<file path="src/rtl/rfb_pkg.sv">
package rfb_pkg;
  localparam int NCH = 3;

  typedef enum logic [0:0] {
    PH_LOAD = 1'b0,
    PH_CORR = 1'b1
  } phase_t;

  // channel a cell loads from during the load phase
  function automatic int load_src(input int k);
    return (k + 1) % NCH;
  endfunction

  // cell a cell is paired with during correction
  function automatic int peer_of(input int k);
    return (k + 2) % NCH;
  endfunction
endpackage

</file>
<file path="src/rtl/rfb_func.sv">
module rfb_func #(
  parameter int W = 8,
  parameter logic [W-1:0] INC = W'(8'h35)
) (
  input  logic [W-1:0] x,
  input  logic [W-1:0] glitch,
  output logic [W-1:0] y
);
  logic [W-1:0] sum;

  always_comb begin
    sum = x + INC;
    y   = sum ^ glitch;
  end
endmodule

</file>
<file path="src/rtl/rfb_cell.sv">
module rfb_cell #(
  parameter int W = 8
) (
  input  logic         clk,
  input  logic         rst,
  input  logic         load,
  input  logic [W-1:0] load_val,
  input  logic [W-1:0] own,
  input  logic [W-1:0] peer,
  input  logic [W-1:0] upset,
  output logic [W-1:0] q
);
  logic agree;
  logic hit;

  always_comb begin
    agree = (own == peer);
    hit   = |upset;
  end

  always_ff @(posedge clk) begin
    if (rst)        q <= '0;
    else if (hit)   q <= q ^ upset;
    else if (load)  q <= load_val;
    else if (agree) q <= own;
  end

  a_r7_reset_clear: assert property (@(posedge clk)
    rst |=> (q == '0));

  a_r4_rotated_load: assert property (@(posedge clk) disable iff (rst)
    (load && upset == '0) |=> (q == $past(load_val)));

  a_r2_agree_update: assert property (@(posedge clk) disable iff (rst)
    (!load && upset == '0 && own == peer) |=> (q == $past(own)));

  a_r3_disagree_hold: assert property (@(posedge clk) disable iff (rst)
    (!load && upset == '0 && own != peer) |=> $stable(q));
endmodule

</file>
<file path="src/rtl/rfb_phase_ctl.sv">
module rfb_phase_ctl
  import rfb_pkg::*;
#(
  parameter int T = 2
) (
  input  logic clk,
  input  logic rst,
  input  logic restart,
  output logic load,
  output logic settled
);
  localparam int CW = (T < 2) ? 1 : $clog2(T + 1);
  localparam logic [CW-1:0] TLIM = CW'(T);

  phase_t        phase;
  logic [CW-1:0] cnt;

  always_ff @(posedge clk) begin
    if (rst || restart) begin
      phase <= PH_LOAD;
      cnt   <= '0;
    end else if (phase == PH_LOAD) begin
      phase <= PH_CORR;
      cnt   <= '0;
    end else if (cnt != TLIM) begin
      cnt <= cnt + 1'b1;
    end
  end

  always_comb begin
    load    = (phase == PH_LOAD);
    settled = (phase == PH_CORR) && (cnt == TLIM);
  end

  a_r7_reset_phase: assert property (@(posedge clk)
    rst |=> (load && !settled));

  a_r6_restart_drop: assert property (@(posedge clk) disable iff (rst)
    restart |=> (load && !settled));

  a_r6_settled_sticky: assert property (@(posedge clk) disable iff (rst)
    (settled && !restart) |=> settled);

  a_r4_single_load: assert property (@(posedge clk) disable iff (rst)
    (load && !restart) |=> !load);
endmodule

</file>
<file path="src/rtl/rfb_triple_reg.sv">
module rfb_triple_reg
  import rfb_pkg::*;
#(
  parameter int W = 8,
  parameter logic [W-1:0] INC = W'(8'h35),
  parameter int T = 2
) (
  input  logic         clk,
  input  logic         rst,
  input  logic         restart,
  input  logic [W-1:0] in_a,
  input  logic [W-1:0] in_b,
  input  logic [W-1:0] in_c,
  input  logic [W-1:0] fy_a,
  input  logic [W-1:0] fy_b,
  input  logic [W-1:0] fy_c,
  input  logic [W-1:0] fc_a,
  input  logic [W-1:0] fc_b,
  input  logic [W-1:0] fc_c,
  output logic [W-1:0] out_a,
  output logic [W-1:0] out_b,
  output logic [W-1:0] out_c,
  output logic         settled
);
  logic [W-1:0] xin [NCH];
  logic [W-1:0] gm  [NCH];
  logic [W-1:0] um  [NCH];
  logic [W-1:0] yv  [NCH];
  logic [W-1:0] cv  [NCH];
  logic         load;

  always_comb begin
    xin[0] = in_a; xin[1] = in_b; xin[2] = in_c;
    gm[0]  = fy_a; gm[1]  = fy_b; gm[2]  = fy_c;
    um[0]  = fc_a; um[1]  = fc_b; um[2]  = fc_c;
  end

  rfb_phase_ctl #(.T(T)) u_ctl (
    .clk     (clk),
    .rst     (rst),
    .restart (restart),
    .load    (load),
    .settled (settled)
  );

  for (genvar g = 0; g < NCH; g++) begin : g_ch
    rfb_func #(.W(W), .INC(INC)) u_func (
      .x      (xin[g]),
      .glitch (gm[g]),
      .y      (yv[g])
    );

    rfb_cell #(.W(W)) u_cell (
      .clk      (clk),
      .rst      (rst),
      .load     (load),
      .load_val (yv[load_src(g)]),
      .own      (yv[g]),
      .peer     (cv[peer_of(g)]),
      .upset    (um[g]),
      .q        (cv[g])
    );
  end

  always_comb begin
    out_a = cv[0];
    out_b = cv[1];
    out_c = cv[2];
  end

  // an agreeing ring ignores every computed value
  a_r8_glitch_reject: assert property (@(posedge clk) disable iff (rst)
    (!load && cv[0] == cv[1] && cv[1] == cv[2] &&
     fc_a == '0 && fc_b == '0 && fc_c == '0)
    |=> (cv[0] == $past(cv[0]) && cv[1] == $past(cv[0]) && cv[2] == $past(cv[0])));

  // one upset cell never breaks the two-of-three majority
  a_r9_upset_majority: assert property (@(posedge clk) disable iff (rst)
    (!load && !restart && cv[0] == cv[1] && cv[1] == cv[2] &&
     $countones({|fc_a, |fc_b, |fc_c}) == 1)
    |=> ($countones({cv[0] == $past(cv[0]), cv[1] == $past(cv[0]),
                     cv[2] == $past(cv[0])}) >= 2));
endmodule

</file>
<file path="config.mk">
export PLATFORM = sky130hd
export DESIGN_NAME = rfb_triple_reg
export DESIGN_NICKNAME = d
export VERILOG_FILES = /design/src/rtl/rfb_pkg.sv /design/src/rtl/rfb_func.sv /design/src/rtl/rfb_cell.sv /design/src/rtl/rfb_phase_ctl.sv /design/src/rtl/rfb_triple_reg.sv
export SDC_FILE = /design/constraint.sdc
export NUM_CORES = 1
export LEC_CHECK = 0
export CORE_ASPECT_RATIO = 1.4
export CORE_UTILIZATION = 46
export DETAILED_ROUTE_END_ITERATION = 8
export PLACE_DENSITY = 0.82
export SLEW_MARGIN = 20
export SYNTH_ARGS = -nofsm -noshare
export SYNTH_HDL_FRONTEND = slang
export SYNTH_SLANG_ARGS = --single-unit
</file>
<file path="constraint.sdc">
create_clock -name clk -period 2.7 [get_ports clk]
set_clock_uncertainty 0.1 [all_clocks]
set_input_delay 0.27 -clock clk [delete_from_list [all_inputs] [get_ports clk]]
set_output_delay 0.27 -clock clk [all_outputs]
set_load 0.1 [all_outputs]
</file>
==> results of run 1 <==
layer usage:
layer	wire [um]	GRT usage (%)	share of wire, %	vias to the layer above
met5	0	0	0	-
met1	3360	31.0	37	1506
li1	-	-	-	1548
met2	4830	53.8	53	158
met3	534	2.79	5.9	36
met4	315	12.1	3.5	0
critical path, cell delays in order:
cell and delay, ns:
clkdlybuf4s50_1 0.43, ha_1 0.34, xor3_1 0.36, nor2_1 0.13
nand4_1 0.17, nor4_4 0.33, nand2b_1 0.19, buf_4 0.15
mux2i_1 0.19, a21oi_1 0.09
through the flow:
| stage | instances | hold slack (ns) |
|---|---|---|
| after CTS | 564 | 0.410 |
| after global routing | 567 | 0.431 |
| final | 567 | 0.414 |
| after floorplan | 354 | 0.254 |
| after global placement | 560 | 0.374 |
| after detailed placement | 560 | 0.394 |
registers in the layout, indices dropped and copies added (netlist names):
| register | flops |
|---|---|
| g_ch.u_cell.q | 24 |
| u_ctl.cnt | 2 |
| u_ctl.phase | 1 |
synthesized netlist by cell type, types with 2 or more instances:
library cell	instances
nor2b_1	10
ha_1	4
clkbuf_1	6
xnor2_1	33
a21oi_1	28
nor2_1	36
xor3_1	2
o221ai_1	2
nor4_1	4
buf_2	2
or2_2	2
and3_1	3
o21ai_0	22
a21o_1	3
or4_1	2
o22ai_1	8
inv_1	14
and2_1	2
nor3_1	7
xnor2_2	2
o21bai_1	2
nand2b_1	6
buf_4	2
xnor3_1	6
o32ai_1	3
buf_6	2
o211ai_1	4
nand2_1	35
a221oi_1	4
a211o_1	4
nand3_1	11
xor2_1	21
dfxtp_1	27
mux2i_1	13
o21ai_1	3
a211oi_1	3
cell families (layout without fill, tap and decap cells):
kind of cell / count (synthesis) / in the layout / synth area share (%)
AO/OA/AOI/OAI: 94 / 96 / 21.3
flip-flops: 27 / 27 / 19.5
XOR/XNOR: 66 / 66 / 26.7
adder cells (fa/ha/maj): 4 / 4 / 1.81
AND/OR/NAND/NOR: 123 / 123 / 21.3
multiplexers: 13 / 13 / 4.69
buffers and inverters: 27 / 168 / 4.74
what timing repair did:
item	CTS	global route
resized for setup	2	6
pin swaps	0	5
buffers inserted	0	1
gates cloned	0	2
setup endpoints to repair	7	17
final cells by class:
type	count	share of cell area, %
Clock inverter	1	0.119
Timing Repair Buffer	150	31.4
Sequential cell	27	13.0
Tap cell	70	2.08
Inverter	14	1.25
Multi-Input combinational cell	302	51.2
Clock buffer	3	0.980
how the worst max path moves through the flow:
stage | endpoint | slack (ns) | depth (start not counted)
floorplan | g_ch[2].u_cell.q[1] | -0.01 | 7
global placement | g_ch[1].u_cell.q[1] | -0.26 | 9
detailed placement | g_ch[1].u_cell.q[1] | -0.36 | 9
CTS | g_ch[0].u_cell.q[0] | 0.01 | 10
global route | g_ch[1].u_cell.q[6] | 0.003 | 9
finish | g_ch[2].u_cell.q[3] | 0.12 | 10
where the power goes:
group,total [mW],switching (mW),internal [mW]
registers,0.473,0.0429,0.430
clock network,0.250,0.146,0.104
logic,0.929,0.522,0.408
total,1.65,0.711,0.941
==> flow_summary_export.csv, run 1 <==
group,metric,value,unit
worst_setup_path,r2r_start,"g_ch[1].u_cell.q[1]",
routing,drt-initial-drc-count,264,
floorplan,core_area,5820,um^2
worst_hold_path,min_path_type,"reg2reg",
worst_setup_path,worst-path-max-fanout,3,
placement,gp_congestion,0.885,
worst_hold_path,hold_end,"u_ctl.cnt[1]",
clock_tree,cts-buffers-inserted,3,
worst_setup_path,crit_path_start,"in_c[0]",
pwr,pwr_density_cell,392,nW/um^2
global_routing,track_usage,28.6,%
clock_tree,clock-sinks,27,
routing,vias,3248,
logic_synthesis,ys_types,52,
worst_setup_path,endpoint_kind,"flop",
logic_synthesis,synth_area,2770,um^2
logic_synthesis,syn-instance-count,354,
logic_synthesis,ys_seq_area_share,19.5,%
floorplan,die_x,67.6,um
floorplan,die_y,93.9,um
global_routing,grt_pass1_vias,3130,
floorplan,start_util,47.6,%
placement,port_buffers,99,
logic_synthesis,synth-async-reset-ratio,0,%
layout,diodes,0,
timing,fmax,387,MHz
layout,syn_to_final_growth,52.0,%
layout,regArea,547,um^2
floorplan,pin_count,100,
timing,fin_ws,0.118,ns
floorplan,die_area,6350,um^2
clock_tree,clk_pin_slew,0.11,ns
flow_run,max_cap_violations,0,
worst_setup_path,r2r_end,"g_ch[2].u_cell.q[3]",
timing,maxSlewViolCount,0,
clock_tree,max-clock-path-buffers,2,
layout,nFillCells,460,
clock_tree,root_buffer,"clkbuf_8",
layout,final_util,72.4,%
pwr,finalPower,1.65,mW
timing,finalHoldViolCount,0,
logic_synthesis,avgSynthCellArea,7.83,um^2
pwr,power.leakage,1.84,nW
placement,pre_cts_slack,-0.361,ns
logic_synthesis,ys_seq_elements,27,
logic_synthesis,yosysTopAreaCell,"dfxtp_1",
placement,dp_hpwl,7250,um
layout,final_common_cell,"buf_4",
timing,rsz0062_at_grt,"no",
placement,dpl-instance-area,4100,um^2
layout,nets,577,
timing,slew_headroom,61.5,%
timing,finalCriticalPeriod,2.58,ns
worst_setup_path,critPathArrivalTime,2.66,ns
worst_setup_path,ff2ff_setup_slack,0.45,ns
timing,fin_crit_sh,95.6,%
routing,drc,0,
logic_synthesis,synth_top_area_share,19.5,%
layout,final_area,4220,um^2
status,status,"finished, final reports clean",
routing,drtAntennaViolNets,0,
worst_setup_path,start_kind,"input port",
global_routing,grt_pass1_wl,14000,um
logic_synthesis,synth_edf_count,0,
floorplan,rows,33,
worst_hold_path,hold_path.startpoint,"u_ctl.cnt[1]",
global_routing,grt-ovfl-total,0,
logic_synthesis,synth_warnings,0,
global_routing,grt_antenna_before_repair,0,
pwr,peakVddDrop,0.000296,V
worst_setup_path,worstRegToRegCells,8,
logic_synthesis,syn_nets,433,
routing,drt_wl_total,9040,um
global_routing,grt_max_degree,36,
timing,finalSetupTns,0,ns
routing,vias_per_cell,5.73,
timing,worst_pin_slew,0.572,ns
routing,dr.pass1.iters,4,
clock_tree,htree_levels,1,
worst_setup_path,worst_ep_required_time,2.78,ns
worst_hold_path,min_delay_path_depth,2,
logic_synthesis,yosys-top-cells-area,"dfxtp_1 19%, xnor2_1 10%, xor2_1 6.6%",
logic_synthesis,synth-main-ff-cell,"dfxtp_1",
timing,setup_viol,0,
clock_tree,clock_latency,0.28,ns
layout,drive_gt1_share,19.9,%
layout,mostFrequentLayoutCells,"75 x buf_4, 74 x clkdlybuf4s50_1, 36 x nor2_1, 35 x nand2_1, 32 x xnor2_1",
routing,wl_per_cell,15.9,um
worst_setup_path,criticalPathCategory,"in2reg",
layout,multi_input_area,2160,um^2
clock_tree,cts_tree,"done",
clock_tree,cts_hold_buf,0,
(Power assumes the default switching activity.)
==> run 2: changes to the inputs <==
--- a/config.mk
+++ b/config.mk
@@ -7,6 +7,7 @@
 export LEC_CHECK = 0
 export CORE_ASPECT_RATIO = 1.4
 export CORE_UTILIZATION = 46
+export CTS_BUF_LIST = sky130_fd_sc_hd__clkbuf_8 sky130_fd_sc_hd__clkbuf_16
 export DETAILED_ROUTE_END_ITERATION = 8
 export PLACE_DENSITY = 0.82
 export SLEW_MARGIN = 20
==> results of run 2 <==
Final layout, timing and power as in run 1 (identical DEF).
==> run 3: changes to the inputs <==
--- a/config.mk
+++ b/config.mk
@@ -7,7 +7,6 @@
 export LEC_CHECK = 0
 export CORE_ASPECT_RATIO = 1.4
 export CORE_UTILIZATION = 46
-export CTS_BUF_LIST = sky130_fd_sc_hd__clkbuf_8 sky130_fd_sc_hd__clkbuf_16
 export DETAILED_ROUTE_END_ITERATION = 8
 export PLACE_DENSITY = 0.82
 export SLEW_MARGIN = 20
==> results of run 3 <==
Final layout, timing and power as in run 1 (identical DEF).
